$ cat src/rtl/swint_pkg.sv
package swint_pkg;
  localparam int WORD_W   = 16;
  localparam int SEG_SH   = 4;
  localparam int ADDR_W   = WORD_W + SEG_SH + 1;
  localparam int FL_TF    = 8;
  localparam int FL_IF    = 9;
  localparam int FL_PL_LO = 12;
  localparam int FL_PL_HI = 13;
  localparam int FL_NT    = 14;

  typedef enum logic [1:0] {
    ACT_NONE  = 2'd0,
    ACT_PMODE = 2'd1,
    ACT_GPF   = 2'd2,
    ACT_REDIR = 2'd3
  } act_e;

  typedef enum logic [2:0] {
    S_IDLE, S_PFL, S_PCS, S_PIP, S_RIP, S_RCS, S_FIN
  } st_e;

  // segment:offset to linear byte address, no 20-bit wrap
  function automatic logic [ADDR_W-1:0] lin_addr(input logic [WORD_W-1:0] seg,
                                                 input logic [WORD_W-1:0] off);
    return ADDR_W'({seg, {SEG_SH{1'b0}}}) + ADDR_W'(off);
  endfunction

  // stack pointer after k word pushes, modulo 2^16
  function automatic logic [WORD_W-1:0] sp_after(input logic [WORD_W-1:0] sp,
                                                 input int unsigned k);
    return sp - WORD_W'(2 * k);
  endfunction

  function automatic logic [WORD_W-1:0] frame_word(input logic [WORD_W-1:0] fl,
                                                   input logic pl3, input logic vf);
    logic [WORD_W-1:0] r;
    r = fl;
    if (pl3) begin
      r[FL_NT] = 1'b0;
      r[FL_PL_HI:FL_PL_LO] = 2'b00;
    end else begin
      r[FL_PL_HI:FL_PL_LO] = 2'b11;
      r[FL_IF] = vf;
    end
    return r;
  endfunction

  function automatic logic [WORD_W-1:0] live_flags(input logic [WORD_W-1:0] fl,
                                                   input logic pl3);
    logic [WORD_W-1:0] r;
    r = fl;
    r[FL_TF] = 1'b0;
    if (pl3) r[FL_IF] = 1'b0;
    return r;
  endfunction
endpackage

$ cat src/rtl/swint_decide.sv
module swint_decide
  import swint_pkg::*;
#(
  parameter int VEC_W = 8,
  localparam int VECS = 1 << VEC_W
) (
  input  logic             vme,
  input  logic [1:0]       iopl,
  input  logic [VEC_W-1:0] vec,
  input  logic [VECS-1:0]  redir_map,
  output act_e             act
);
  logic map_bit;
  logic pl3;

  assign map_bit = redir_map[vec];
  assign pl3     = (iopl == 2'b11);

  always_comb begin
    if (vme && !map_bit) act = ACT_REDIR;
    else if (pl3)        act = ACT_PMODE;
    else                 act = ACT_GPF;
  end
endmodule

$ cat src/rtl/swint_frame.sv
module swint_frame
  import swint_pkg::*;
(
  input  logic [WORD_W-1:0] fl,
  input  logic              pl3,
  input  logic              vf,
  output logic [WORD_W-1:0] push_fl,
  output logic [WORD_W-1:0] next_fl,
  output logic              next_vf
);
  assign push_fl = frame_word(fl, pl3, vf);
  assign next_fl = live_flags(fl, pl3);
  assign next_vf = pl3 ? vf : 1'b0;
endmodule

$ cat src/rtl/swint_seq.sv
module swint_seq
  import swint_pkg::*;
#(
  parameter int VEC_W = 8
) (
  input  logic              clk,
  input  logic              rst_n,
  input  logic              start,
  input  act_e              act_i,
  input  logic [VEC_W-1:0]  vec_i,
  input  logic              pl3_i,
  input  logic              vif_i,
  input  logic [WORD_W-1:0] flags_i,
  input  logic [WORD_W-1:0] cs_i,
  input  logic [WORD_W-1:0] ip_i,
  input  logic [WORD_W-1:0] ss_i,
  input  logic [WORD_W-1:0] sp_i,
  output logic [WORD_W-1:0] lat_fl,
  output logic              lat_pl3,
  output logic              lat_vif,
  input  logic [WORD_W-1:0] push_fl,
  input  logic [WORD_W-1:0] next_fl,
  input  logic              next_vf,
  output logic              mem_we,
  output logic              mem_re,
  output logic [ADDR_W-1:0] mem_addr,
  output logic [WORD_W-1:0] mem_wdata,
  input  logic [WORD_W-1:0] mem_rdata,
  output logic              accept,
  output logic              done,
  output act_e              res_act,
  output logic [WORD_W-1:0] res_cs,
  output logic [WORD_W-1:0] res_ip,
  output logic [WORD_W-1:0] res_sp,
  output logic [WORD_W-1:0] res_fl,
  output logic              res_vif
);
  st_e st;
  logic [VEC_W-1:0]  vec_q;
  logic [WORD_W-1:0] cs_q, ip_q, ss_q, sp_q, vip_q;

  assign accept = (st == S_IDLE) && start;

  always_ff @(posedge clk) begin
    if (!rst_n) begin
      st <= S_IDLE;
      vec_q <= '0; cs_q <= '0; ip_q <= '0; ss_q <= '0; sp_q <= '0; vip_q <= '0;
      lat_fl <= '0; lat_pl3 <= 1'b0; lat_vif <= 1'b0;
      done <= 1'b0; res_act <= ACT_NONE;
      res_cs <= '0; res_ip <= '0; res_sp <= '0; res_fl <= '0; res_vif <= 1'b0;
    end else begin
      done <= 1'b0;
      case (st)
        S_IDLE: if (start) begin
          vec_q <= vec_i; cs_q <= cs_i; ip_q <= ip_i; ss_q <= ss_i; sp_q <= sp_i;
          lat_fl <= flags_i; lat_pl3 <= pl3_i; lat_vif <= vif_i;
          if (act_i == ACT_REDIR) begin
            st <= S_PFL;
          end else begin
            res_act <= act_i;
            res_cs <= cs_i; res_ip <= ip_i; res_sp <= sp_i;
            res_fl <= flags_i; res_vif <= vif_i;
            done <= 1'b1;
          end
        end
        S_PFL: st <= S_PCS;
        S_PCS: st <= S_PIP;
        S_PIP: st <= S_RIP;
        S_RIP: st <= S_RCS;
        S_RCS: begin
          vip_q <= mem_rdata;
          st <= S_FIN;
        end
        S_FIN: begin
          res_act <= ACT_REDIR;
          res_cs  <= mem_rdata;
          res_ip  <= vip_q;
          res_sp  <= sp_after(sp_q, 3);
          res_fl  <= next_fl;
          res_vif <= next_vf;
          done    <= 1'b1;
          st      <= S_IDLE;
        end
        default: st <= S_IDLE;
      endcase
    end
  end

  always_comb begin
    mem_we = 1'b0;
    mem_re = 1'b0;
    mem_addr = '0;
    mem_wdata = '0;
    case (st)
      S_PFL: begin mem_we = 1'b1; mem_addr = lin_addr(ss_q, sp_after(sp_q, 1)); mem_wdata = push_fl; end
      S_PCS: begin mem_we = 1'b1; mem_addr = lin_addr(ss_q, sp_after(sp_q, 2)); mem_wdata = cs_q; end
      S_PIP: begin mem_we = 1'b1; mem_addr = lin_addr(ss_q, sp_after(sp_q, 3)); mem_wdata = ip_q; end
      S_RIP: begin mem_re = 1'b1; mem_addr = ADDR_W'({vec_q, 2'b00}); end
      S_RCS: begin mem_re = 1'b1; mem_addr = ADDR_W'({vec_q, 2'b10}); end
      default: ;
    endcase
  end
endmodule

$ cat src/rtl/swint_dispatch.sv
module swint_dispatch
  import swint_pkg::*;
#(
  parameter int VEC_W = 8,
  localparam int VECS = 1 << VEC_W
) (
  input  logic              clk,
  input  logic              rst_n,
  input  logic              start,
  input  logic [VEC_W-1:0]  vec_n,
  input  logic              vme,
  input  logic [1:0]        iopl,
  input  logic              vif,
  input  logic [WORD_W-1:0] flags_in,
  input  logic [WORD_W-1:0] cs_in,
  input  logic [WORD_W-1:0] ip_in,
  input  logic [WORD_W-1:0] ss_in,
  input  logic [WORD_W-1:0] sp_in,
  input  logic [VECS-1:0]   redir_map,
  output logic              mem_we,
  output logic              mem_re,
  output logic [ADDR_W-1:0] mem_addr,
  output logic [WORD_W-1:0] mem_wdata,
  input  logic [WORD_W-1:0] mem_rdata,
  output logic              done,
  output logic [1:0]        action,
  output logic [WORD_W-1:0] new_cs,
  output logic [WORD_W-1:0] new_ip,
  output logic [WORD_W-1:0] new_sp,
  output logic [WORD_W-1:0] new_flags,
  output logic              new_vif
);
  act_e              pick_w;
  act_e              res_act_w;
  logic              accept_w;
  logic              accept_redir_w;
  logic [WORD_W-1:0] lat_fl_w, push_fl_w, next_fl_w;
  logic              lat_pl3_w, lat_vif_w, next_vf_w;

  swint_decide #(.VEC_W(VEC_W)) u_decide (
    .vme(vme), .iopl(iopl), .vec(vec_n), .redir_map(redir_map), .act(pick_w)
  );

  swint_frame u_frame (
    .fl(lat_fl_w), .pl3(lat_pl3_w), .vf(lat_vif_w),
    .push_fl(push_fl_w), .next_fl(next_fl_w), .next_vf(next_vf_w)
  );

  swint_seq #(.VEC_W(VEC_W)) u_seq (
    .clk(clk), .rst_n(rst_n), .start(start), .act_i(pick_w), .vec_i(vec_n),
    .pl3_i(iopl == 2'b11), .vif_i(vif), .flags_i(flags_in), .cs_i(cs_in),
    .ip_i(ip_in), .ss_i(ss_in), .sp_i(sp_in),
    .lat_fl(lat_fl_w), .lat_pl3(lat_pl3_w), .lat_vif(lat_vif_w),
    .push_fl(push_fl_w), .next_fl(next_fl_w), .next_vf(next_vf_w),
    .mem_we(mem_we), .mem_re(mem_re), .mem_addr(mem_addr), .mem_wdata(mem_wdata),
    .mem_rdata(mem_rdata), .accept(accept_w), .done(done), .res_act(res_act_w),
    .res_cs(new_cs), .res_ip(new_ip), .res_sp(new_sp), .res_fl(new_flags),
    .res_vif(new_vif)
  );

  assign action         = res_act_w;
  assign accept_redir_w = accept_w && (pick_w == ACT_REDIR);
endmodule

$ cat config.mk
export PLATFORM = sky130hd
export DESIGN_NAME = swint_dispatch
export DESIGN_NICKNAME = d
export VERILOG_FILES = /design/src/rtl/swint_pkg.sv /design/src/rtl/swint_decide.sv /design/src/rtl/swint_frame.sv /design/src/rtl/swint_seq.sv /design/src/rtl/swint_dispatch.sv
export SDC_FILE = /design/constraint.sdc
export NUM_CORES = 1
export LEC_CHECK = 0
export BUFFER_PORTS_ARGS = -buffer_cell sky130_fd_sc_hd__buf_2
export CORE_AREA = 2 2 187 189
export CTS_CLUSTER_DIAMETER = 200
export CTS_CLUSTER_SIZE = 10
export DETAILED_ROUTE_END_ITERATION = 7
export DIE_AREA = 0 0 189 191
export GPL_ROUTABILITY_DRIVEN = 0
export SLEW_MARGIN = 5
export SYNTH_ARGS = -nofsm -noshare
export SYNTH_HDL_FRONTEND = slang
export SYNTH_SLANG_ARGS = --single-unit
$ cat constraint.sdc
create_clock -name clk -period 4 [get_ports clk]
set_input_delay 0 -clock clk [delete_from_list [all_inputs] [get_ports clk]]
set_output_delay 0 -clock clk [all_outputs]
set_load 0.01 [all_outputs]
==> parameters.txt <==
Parameter                              Value

Run status
  Status    completed

Timing
  Post-layout min period    3.864 ns
  Smallest hold slack    0.04136 ns
  Setup skew after layout    0.01519 ns
  Count of final max-slew check failures    0
  Fmax    258.8 MHz
  Worst slew margin    18.18%
  Tightest Pin Transition    1.223 ns
  Final setup violation count    0
  Portion of the clock cycle consumed by the worst path in the final layout    96.61%
  Final hold violations    0

Drt
  ANT nets after route    0
  Via total after detailed routing    14190
  Number of search-and-repair iterations in the first detailed-routing pass    6
  Initial DRC Count    1347
  Count of unresolved DRC violations after routing    0
  Via density per instance    5.725
  DRT Wirelength    55750 um
  Routed length per placed instance    22.50 um

Die
  Die width    189 um
  Core area    34120 um2
  Die height    191 um
  Area of the die    36100 um2
  Initial cell density of the core    34.91%
  IO Count    474
  Cell row count    68

Worst setup path
  Critical-path top delay cell    sky130_fd_sc_hd__nor3_2
  Worst path arrival time    3.86 ns
  Depth of the worst register-to-register path    6
  Maximum fanout along the worst path    5
  FF-to-FF setup slack    1.23 ns
  Worst flop-to-flop path endpoint    u_seq.done
  Startpoint of the worst-slack reg-to-reg timing path    u_seq.st[1]
  Slowest cell delay on critical path    0.39 ns
  Critical path capture point type    primary output
  Startpoint class of the critical path    register
  Type of the worst setup path    register to primary output
  Cells traversed along the worst timing path    buf_4 > nor3_2 > a22o_1 > nor2_1 > o31ai_1 > ha_1 > inv_1 > o21bai_1 > a21o_1 > a21o_1 > a21o_1 > a211o_1 > and3_1 > nor3_2 > buf_2
  Worst Path Required    4.00 ns
  Most used cell along the critical path    sky130_fd_sc_hd__a21o_1

Layout
  Core Util, Final    48.13%
  Final Net Count    2386
  Layout cells sized above 1    32.87%
  Layout-stage area growth over the synthesis result    37.88%
  Commonest non-fill, non-tap cell in the layout    sky130_fd_sc_hd__buf_2
  Commonest cells after routing, fill and taps aside    sky130_fd_sc_hd__buf_2 (472), sky130_fd_sc_hd__nand2_1 (361), sky130_fd_sc_hd__a21oi_1 (211)

Pwr
  Switching power summed over all nets    1.981 mW
  Leakage component of the power    6.850 nW
  Switching fraction of total power    36.09%
  Proportion of power drawn by flip-flops and latches    37.0%
  Internal power component    3.507 mW
  Pwr per Cell Area    334.2 nW/um2
  Clock power share    30.7%
  Combinational cell fraction of total power    32.3%
  Worst supply voltage drop on vdd    0.2395 mV

Worst hold path
  Hold/Removal Path Class    primary input to register
  Min-Delay Path Depth    2
  WHS Endpoint    u_seq.res_ip[6]
  Hold Path Origin    rst_n

Logic synthesis
  Synthesized area per cell    7.956 um2
  Sequential area share after synthesis    29.75%
  YS warnings    0
  Register bit total from synthesis    177
  Syn Std Cell Area    11910 um2
  Leading register cell type out of synthesis    sky130_fd_sc_hd__dfxtp_1
  Number of enable-type register cells in the synthesized netlist    0
  Synthesized net count    1885
  Unique masters post-synth    67
  Cell count after synthesis    1497
  Fraction of registers with async set or reset after synthesis    0%

Job
  Max Cap Viol    0

CTS
  Sinks on Clock Net    177
  Number of buffers created by CTS    17
  Worst-path clk slew    0.08 ns
  CTS tree    done
  Buffer depth of the longest clock path    2
  Level count of the clock H-tree    4
  Clock insertion delay at the later pin of the skew report    0.44 ns
  Root buffer selected by CTS    sky130_fd_sc_hd__clkbuf_16

Global route
  Leftover overflow at the end of global routing    0
  Number of antenna violations at the first check in global routing    16
  All-Layer GR Usage    29.36%
  Number of global-route vias before repair    13270
  Global-route wire length before repair    80960 um
  Maximum number of pins on one net before global-route repair    90

Placement
  HPWL after detailed placement    41550 um
  Port buffer count    473
[cell families (layout without fill, tap and decap cells)]
family / Yosys count / in the layout / share of synthesized area [%]
AO/OA/AOI/OAI: 497 / 497 / 25.87
AND/OR/NAND/NOR: 540 / 540 / 19.65
flip-flops: 177 / 177 / 29.75
adder cells (fa/ha/maj): 21 / 21 / 2.269
XOR/XNOR: 26 / 26 / 1.912
buffers and inverters: 153 / 667 / 6.188
other: 0 / 12 / 0
multiplexers: 83 / 83 / 14.36
[cells in the mapped netlist, types with 17 or more instances]
library cell               count  area (um2)
sky130_fd_sc_hd__a21oi_1     216        1081
sky130_fd_sc_hd__nand2_1     363        1363
sky130_fd_sc_hd__mux4_2       50        1126
sky130_fd_sc_hd__ha_1         20       250.2
sky130_fd_sc_hd__nand3_1      20       100.1
sky130_fd_sc_hd__or3_1        43       269.0
sky130_fd_sc_hd__buf_2        17       85.08
sky130_fd_sc_hd__nor2_1       45       168.9
sky130_fd_sc_hd__dfxtp_1     177        3543
sky130_fd_sc_hd__xnor2_1      18       157.7
sky130_fd_sc_hd__a22oi_1      30       225.2
sky130_fd_sc_hd__a31oi_1      71       444.2
sky130_fd_sc_hd__o21ai_0      35       175.2
sky130_fd_sc_hd__o31ai_1      30       225.2
sky130_fd_sc_hd__clkbuf_1     91       341.6
sky130_fd_sc_hd__o211ai_1     43       322.8
[stage by stage]
stage | cell area (um2) | setup TNS (ns) | power (mW) | cells | setup WS, ns
finish | 16420 | 0 | 5.487 | 2478 | 0.1356
global placement | 14590 | 0 | 3.665 | 2325 | 0.3695
floorplan | 11930 | 0 | 3.044 | 1497 | 0.06901
global route | 16400 | -0.007121 | 5.750 | 2469 | -0.006860
detailed placement | 14590 | 0 | 3.685 | 2325 | 0.2942
CTS | 16230 | 0 | 5.447 | 2461 | 0.001212
[per-layer routing]
metal	vias up	GRT usage (%)	wire [um]
li1	6517	-	-
met1	6732	39.88	23340
met2	809	44.39	24920
met3	121	8.904	5822
met4	8	9.555	1614
met5	-	0	52
[worst max path at each step]
stage | start | to | slack [ns] | depth (start not counted)
3_3_place_gp | u_seq.st[2] | mem_addr[16] | 0.37 | 17
2_1_floorplan | u_seq.st[2] | mem_addr[16] | 0.07 | 20
6_report | u_seq.st[2] | mem_addr[16] | 0.14 | 15
3_5_place_dp | u_seq.sp_q[3] | mem_addr[16] | 0.29 | 16
5_1_grt | u_seq.sp_q[2] | mem_addr[15] | -0.007 | 16
4_1_cts | u_seq.st[2] | mem_addr[16] | 0.001 | 17
[power groups by stage]
stage | Clock [mW] | Sequential, mW | Combinational, mW
after CTS | 1.71 | 2.02 | 1.72
final | 1.68 | 2.03 | 1.77
after global routing | 1.79 | 2.05 | 1.92
after global placement | 0 | 2.06 | 1.61
after detailed placement | 0 | 2.06 | 1.62
after floorplan | 0 | 2.05 | 0.994
[area by class of cell]
cell class / instances / area [um2]
multi-input combinational: 1167 / 7814
fill: 3370 / 17700
inverter: 11 / 43.79
antenna: 12 / 30.03
clock inverter: 14 / 140.1
clock buffer: 18 / 439.2
tap: 455 / 569.3
timing repair buffer: 624 / 3826
sequential: 177 / 3560
[what timing repair did]
item | CTS | global route
buffers inserted | 0 | 5
gates cloned | 0 | 0
pin swaps | 0 | 4
gates resized for setup | 8 | 34
endpoints found under the setup margin | 7 | 9
endpoints found under the hold margin | 154 | 0
hold buffers | 104 | 0
[worst max-delay path: cells and delay by family, from the launching register on]
kind / cells / cell delay, ns
adder cells (fa/ha/maj): 1 / 0.29
flip-flops: 1 / 0.36
AND/OR/NAND/NOR: 4 / 0.75
AO/OA/AOI/OAI: 7 / 1.65
buffers and inverters: 3 / 0.39
Note: power is estimated with default switching activity, not from simulation.
